File: config.mk
export PLATFORM = sky130hd
export DESIGN_NAME = rsp_word_unloader
export DESIGN_NICKNAME = d
export VERILOG_FILES = /design/src/rtl/rwu_pkg.sv /design/src/rtl/rwu_phase_ctr.sv /design/src/rtl/rwu_chain_lane.sv /design/src/rtl/rwu_word_pack.sv /design/src/rtl/rwu_out_slot.sv /design/src/rtl/rsp_word_unloader.sv
export SDC_FILE = /design/constraint.sdc
export NUM_CORES = 1
export LEC_CHECK = 0
export ABC_CLOCK_PERIOD_IN_PS = 2400
export BUFFER_PORTS_ARGS = -buffer_cell sky130_fd_sc_hd__buf_2
export CAP_MARGIN = 5
export CORE_MARGIN = 2
export CORE_UTILIZATION = 40
export CTS_BUF_LIST = sky130_fd_sc_hd__clkbuf_8
export DETAILED_ROUTE_END_ITERATION = 7
export HOLD_SLACK_MARGIN = 0.06
export PLACE_DENSITY = 0.66
export SKIP_CTS_REPAIR_TIMING = 1
export SYNTH_ARGS = -nofsm -noshare
export SYNTH_HDL_FRONTEND = slang
export SYNTH_SLANG_ARGS = --single-unit
File: constraint.sdc
create_clock -name clk -period 2.4 [get_ports clk]
set_input_delay 0.12 -clock clk [delete_from_list [all_inputs] [get_ports clk]]
set_output_delay 0.12 -clock clk [all_outputs]
set_load 0.005 [all_outputs]
File: src/rtl/rwu_pkg.sv
package rwu_pkg;

  // Action taken on the response slot in a given cycle
  typedef enum logic [1:0] {
    SLOT_HOLD = 2'd0,
    SLOT_WORD = 2'd1,
    SLOT_CAPT = 2'd2
  } slot_act_e;

  // Word period from port width and chain count
  function automatic int period_of(input int w, input int c);
    return w / c;
  endfunction

  // Width of a counter that counts 0 .. p-1
  function automatic int ctr_width(input int p);
    return (p > 1) ? $clog2(p) : 1;
  endfunction

endpackage

File: src/rtl/rwu_phase_ctr.sv
module rwu_phase_ctr #(
  parameter int P  = 3,
  parameter int CW = rwu_pkg::ctr_width(P)
) (
  input  logic          clk,
  input  logic          rst_n,
  input  logic          step,
  input  logic          restart,
  output logic [CW-1:0] phase,
  output logic          last
);

  logic [CW-1:0] phase_n;

  assign last = (phase == CW'(P - 1));

  always_comb begin
    phase_n = phase;
    if (restart) begin
      phase_n = '0;
    end else if (step) begin
      phase_n = last ? '0 : phase + 1'b1;
    end
  end

  always_ff @(posedge clk or negedge rst_n) begin
    if (!rst_n) begin
      phase <= '0;
    end else begin
      phase <= phase_n;
    end
  end

  // phase never leaves the period
  a_r2_phase_range: assert property (@(posedge clk) disable iff (!rst_n)
    phase <= CW'(P - 1));

  // with neither shift nor capture the phase is frozen
  a_r8_phase_hold: assert property (@(posedge clk) disable iff (!rst_n)
    (!step && !restart) |=> $stable(phase));

endmodule

File: src/rtl/rwu_chain_lane.sv
module rwu_chain_lane #(
  parameter int P  = 3,
  parameter int CW = rwu_pkg::ctr_width(P),
  parameter int LW = P - 1
) (
  input  logic          clk,
  input  logic          rst_n,
  input  logic          shift,
  input  logic [CW-1:0] pos,
  input  logic          bit_in,
  output logic [LW-1:0] held
);

  logic [LW-1:0] held_n;

  // Earlier bits of the period are parked here. The final bit of the
  // period is used straight from the chain by the packer.
  always_comb begin
    held_n = held;
    if (shift) begin
      for (int i = 0; i < LW; i++) begin
        if (pos == CW'(i)) held_n[i] = bit_in;
      end
    end
  end

  always_ff @(posedge clk or negedge rst_n) begin
    if (!rst_n) begin
      held <= '0;
    end else begin
      held <= held_n;
    end
  end

endmodule

File: src/rtl/rwu_word_pack.sv
module rwu_word_pack #(
  parameter int W_OUT = 32,
  parameter int WC    = 10,
  parameter int P     = rwu_pkg::period_of(W_OUT, WC),
  parameter int LW    = P - 1,
  parameter int USED  = WC * P
) (
  input  logic [WC*LW-1:0] held_flat,
  input  logic [WC-1:0]    live,
  output logic [W_OUT-1:0] word
);

  for (genvar k = 0; k < WC; k++) begin : g_lane
    assign word[k*P +: LW] = held_flat[k*LW +: LW];
    assign word[k*P + LW]  = live[k];
  end

  if (USED < W_OUT) begin : g_spare
    assign word[W_OUT-1:USED] = '0;
  end

endmodule

File: src/rtl/rwu_out_slot.sv
module rwu_out_slot #(
  parameter int W_OUT = 32
) (
  input  logic                clk,
  input  logic                rst_n,
  input  rwu_pkg::slot_act_e  act,
  input  logic [W_OUT-1:0]    word_in,
  input  logic [W_OUT-1:0]    cap_in,
  input  logic                rsp_ready,
  output logic                rsp_valid,
  output logic [W_OUT-1:0]    rsp_data
);

  import rwu_pkg::*;

  logic             valid_n;
  logic [W_OUT-1:0] data_n;
  logic             data_en;

  always_comb begin
    valid_n = rsp_valid & ~rsp_ready;
    data_n  = rsp_data;
    data_en = 1'b0;
    unique case (act)
      SLOT_WORD: begin
        valid_n = 1'b1;
        data_n  = word_in;
        data_en = 1'b1;
      end
      SLOT_CAPT: begin
        valid_n = 1'b1;
        data_n  = cap_in;
        data_en = 1'b1;
      end
      default: ;
    endcase
  end

  always_ff @(posedge clk or negedge rst_n) begin
    if (!rst_n) begin
      rsp_valid <= 1'b0;
    end else begin
      rsp_valid <= valid_n;
    end
  end

  always_ff @(posedge clk or negedge rst_n) begin
    if (!rst_n) begin
      rsp_data <= '0;
    end else if (data_en) begin
      rsp_data <= data_n;
    end
  end

  // an unaccepted word stays put
  a_r7_hold_word: assert property (@(posedge clk) disable iff (!rst_n)
    (rsp_valid && !rsp_ready && act == SLOT_HOLD) |=> (rsp_valid && $stable(rsp_data)));

  // a capture lands in the slot on the full width
  a_r5_capture_word: assert property (@(posedge clk) disable iff (!rst_n)
    (act == SLOT_CAPT) |=> (rsp_valid && rsp_data == $past(cap_in)));

endmodule

File: src/rtl/rsp_word_unloader.sv
module rsp_word_unloader #(
  parameter int W_OUT = 32,
  parameter int WC    = 10
) (
  input  logic             clk,
  input  logic             rst_n,
  input  logic             test_en,
  input  logic             cap_load,
  input  logic [W_OUT-1:0] cap_data,
  input  logic [WC-1:0]    chain_so,
  output logic             shift_en,
  output logic             rsp_valid,
  input  logic             rsp_ready,
  output logic [W_OUT-1:0] rsp_data
);

  import rwu_pkg::*;

  // P must be at least 2 (W_OUT >= 2*WC)
  localparam int P    = period_of(W_OUT, WC);
  localparam int CW   = ctr_width(P);
  localparam int LW   = P - 1;
  localparam int USED = WC * P;

  logic [CW-1:0]    phase;
  logic             phase_last;
  logic             stall;
  logic [WC*LW-1:0] held_flat;
  logic [W_OUT-1:0] packed_word;
  slot_act_e        act;

  // A completed word waits for a free slot; the chains wait with it
  assign stall    = phase_last & rsp_valid & ~rsp_ready;
  assign shift_en = test_en & ~cap_load & ~stall;

  always_comb begin
    act = SLOT_HOLD;
    if (cap_load) begin
      act = SLOT_CAPT;
    end else if (shift_en && phase_last) begin
      act = SLOT_WORD;
    end
  end

  rwu_phase_ctr #(.P(P), .CW(CW)) u_phase (
    .clk     (clk),
    .rst_n   (rst_n),
    .step    (shift_en),
    .restart (cap_load),
    .phase   (phase),
    .last    (phase_last)
  );

  for (genvar k = 0; k < WC; k++) begin : g_chain
    rwu_chain_lane #(.P(P), .CW(CW), .LW(LW)) u_lane (
      .clk    (clk),
      .rst_n  (rst_n),
      .shift  (shift_en),
      .pos    (phase),
      .bit_in (chain_so[k]),
      .held   (held_flat[k*LW +: LW])
    );
  end

  rwu_word_pack #(.W_OUT(W_OUT), .WC(WC), .P(P), .LW(LW), .USED(USED)) u_pack (
    .held_flat (held_flat),
    .live      (chain_so),
    .word      (packed_word)
  );

  rwu_out_slot #(.W_OUT(W_OUT)) u_slot (
    .clk       (clk),
    .rst_n     (rst_n),
    .act       (act),
    .word_in   (packed_word),
    .cap_in    (cap_data),
    .rsp_ready (rsp_ready),
    .rsp_valid (rsp_valid),
    .rsp_data  (rsp_data)
  );

  // finishing a period always presents a word
  a_r2_word_out: assert property (@(posedge clk) disable iff (!rst_n)
    (shift_en && phase_last) |=> rsp_valid);

  if (USED < W_OUT) begin : g_spare_chk
    // uncovered word bits are zero in shifted words
    a_r4_spare_zero: assert property (@(posedge clk) disable iff (!rst_n)
      (shift_en && phase_last) |=> (rsp_data[W_OUT-1:USED] == '0));
  end

endmodule

==> flow_metrics.tcl <==
set metrics [dict create \
    gr-total-overflow 0 \
    diodes 0 \
    clockRootBuffer "clkbuf_8" \
    fmax_mhz 612 \
    leakagePower_nw 1.31 \
    nNetsFinal 299 \
    grt_usage_pct 15.8 \
    ir_drop_mv 0.314 \
    cts_tree "built" \
    whs_ns 0.0778 \
    ys_top_cells_by_area "dfrtp_1 58%, o221a_2 12%, mux2_2 9.5%" \
    status "complete, no violations" \
    fp-row-count 27 \
    drtIter0Drc 70 \
    clock_skew_ns 0.0126 \
    worstMarginPinSlew_ns 0.676 \
    cts.clk_slew.worst_paths_ns 0.10 \
    synth.cell_area_mm2 0.00236 \
    power.density_mw_per_mm2 690 \
    layout_min_cycle_time_ns 1.63 \
    min_period_over_period_pct 68.1 \
    fin_setup_tns_ns 0 \
    yosysWarnings 0 \
    postRouteWirelength_um 5010 \
    cts-htree-levels 2 \
    clock-sinks 55 \
    drive_gt1_share_pct 57.3 \
    setup_viol 0 \
    synth_top_cell_by_area "dfrtp_1" \
    clk_latency_ns 0.30 \
    core_area_mm2 0.00561 \
    area_growth_pct 24.4 \
    criticalPathCategory "reg2reg" \
    cp.required_ns 2.64 \
    rsz0062_at_grt "no" \
    die_x_um 80.8 \
    boundaryPins 81 \
    synth.distinct_cells 24 \
    cts_buffers 5 \
    yosysSeqAreaShare_pct 58.3 \
    ant_nets 0 \
    fill_cells 509 \
    cp.arrival_ns 1.87 \
    grt_pass1_wl_um 7890 \
    wl_per_cell_um 15.4 \
    gp_congestion 0.719 \
    grt_max_degree 56 \
    cp-end-kind "register" \
    io_buffers 80 \
    synthesis.instances 167 \
    initial_core_util_pct 42.1 \
    startpoint_type "register" \
    drv_cap 0 \
    first_global_vias 1633 \
    antenna_found_initial 0 \
    synth_top_area_share_pct 58.3 \
    post-route-util_pct 52.4 \
    final_max_slew_viol_count 0 \
    vias_per_cell 5.09 \
    chipHeight_um 80.8 \
    finalHoldViolations 0 \
    synthesis.nets 214 \
    syn_avg_cell_area_um2 14.1 \
    path_max_fanout 23 \
    die_area_mm2 0.00653 \
    ys_ff_latch 55 \
    max_slew_margin_pct 54.9 \
    drcViolationCount 0 \
    via_count 1654 \
    dp_hpwl_um 3570 \
    drt_pass1_iterations 4 \
    cts_buffer_depth 2 \
    hold_path_class "in2reg" \
]
[Yosys cell counts]
cell      count
a211o_1       1
a21oi_1       1
a31o_2        1
buf_2         2
buf_4         1
buf_6         4
clkbuf_1      4
dfrtp_1      55
inv_1         2
mux2_2       20
mux2i_1       1
nand2_1       2
nand2b_1     32
nand2b_4      1
nand3b_1      1
nor2_1        2
nor2b_1       1
nor2b_4       1
nor3_4        1
nor3b_2       1
o21ai_0       2
o21bai_1      1
o221a_1       4
o221a_2      26
[layer usage]
layer | vias up | wire length, um | global-route usage (%)
met2 | 63 | 2200 | 25.0
met4 | 0 | 0 | 2.54
met3 | 0 | 347 | 4.22
met1 | 803 | 2460 | 22.2
met5 | - | 0 | 0
li1 | 788 | - | -
[placed cells by master, fill, tap and decap left out, types with 2 or more instances in the layout]
| cell | count |
|---|---|
| mux2_2 | 20 |
| buf_4 | 6 |
| dfrtp_1 | 55 |
| clkinvlp_4 | 2 |
| o21ai_0 | 2 |
| inv_1 | 2 |
| nand2b_1 | 32 |
| dlygate4sd3_1 | 3 |
| buf_2 | 80 |
| nor2_1 | 2 |
| clkbuf_8 | 5 |
| o221a_1 | 4 |
| nand2_1 | 2 |
| o221a_2 | 26 |
[cell families after synthesis]
group / share of synthesized area [%]
flops: 58.3
simple gates: 12.1
compound gates: 16.0
mux: 9.97
buf+inv: 3.61
[per-stage QoR]
| stage | power (mW) | instances | cell area, um^2 | setup slack, ns |
|---|---|---|---|---|
| 6_report | 2.03 | 325 | 2940 | 0.766 |
| 5_1_grt | 2.14 | 325 | 2940 | 0.678 |
| 4_1_cts | 2.05 | 322 | 2910 | 0.753 |
| 3_5_place_dp | 1.55 | 314 | 2820 | 0.784 |
| 3_3_place_gp | 1.54 | 314 | 2820 | 0.806 |
| 2_1_floorplan | 1.38 | 167 | 2360 | 1.04 |
[critical path: stages, from the launching register on]
cell	delay, ns
dfrtp_1	0.49
nor2b_4	0.22
a31o_2	0.30
buf_4	0.32
o221a_2	0.23
[power by group]
part | total [mW] | switching, mW | internal, mW
Combinational | 0.356 | 0.138 | 0.218
Sequential | 1.17 | 0.0899 | 1.08
Clock | 0.502 | 0.298 | 0.204
[state kept, by name, summed over array words and instances, names as in the netlist]
name,count
u_slot.rsp_valid,1
u_phase.phase,2
u_slot.rsp_data,32
g_chain.u_lane.held,20
[cell type report]
cell class | count | area (um^2) | share of cell area (%)
Timing Repair Buffer | 89 | 475 | 16.2
Inverter | 2 | 7.51 | 0.256
Multi-Input combinational cell | 99 | 898 | 30.6
Sequential cell | 55 | 1380 | 46.9
Clock inverter | 3 | 20.0 | 0.682
Clock buffer | 5 | 68.8 | 2.34
Tap cell | 72 | 90.1 | 3.07
[worst paths after layout]
check                                                from                         to  slack [ns]  cells after the start
worst min-delay path                          chain_so[0]  g_chain[0].u_lane.held[0]        0.08                      2
worst max register to register           u_phase.phase[1]        u_slot.rsp_data[20]        0.77                      4
worst max-delay path                     u_phase.phase[1]        u_slot.rsp_data[20]        0.77                      4
min in group asynchronous                           rst_n        u_slot.rsp_data[25]        0.45                      3
max in group asynchronous                           rst_n  g_chain[6].u_lane.held[0]        1.48                      3
worst min register to register  g_chain[6].u_lane.held[1]  g_chain[6].u_lane.held[1]        0.51                      1
No activity file was read; power rests on OpenSTA's default activity.
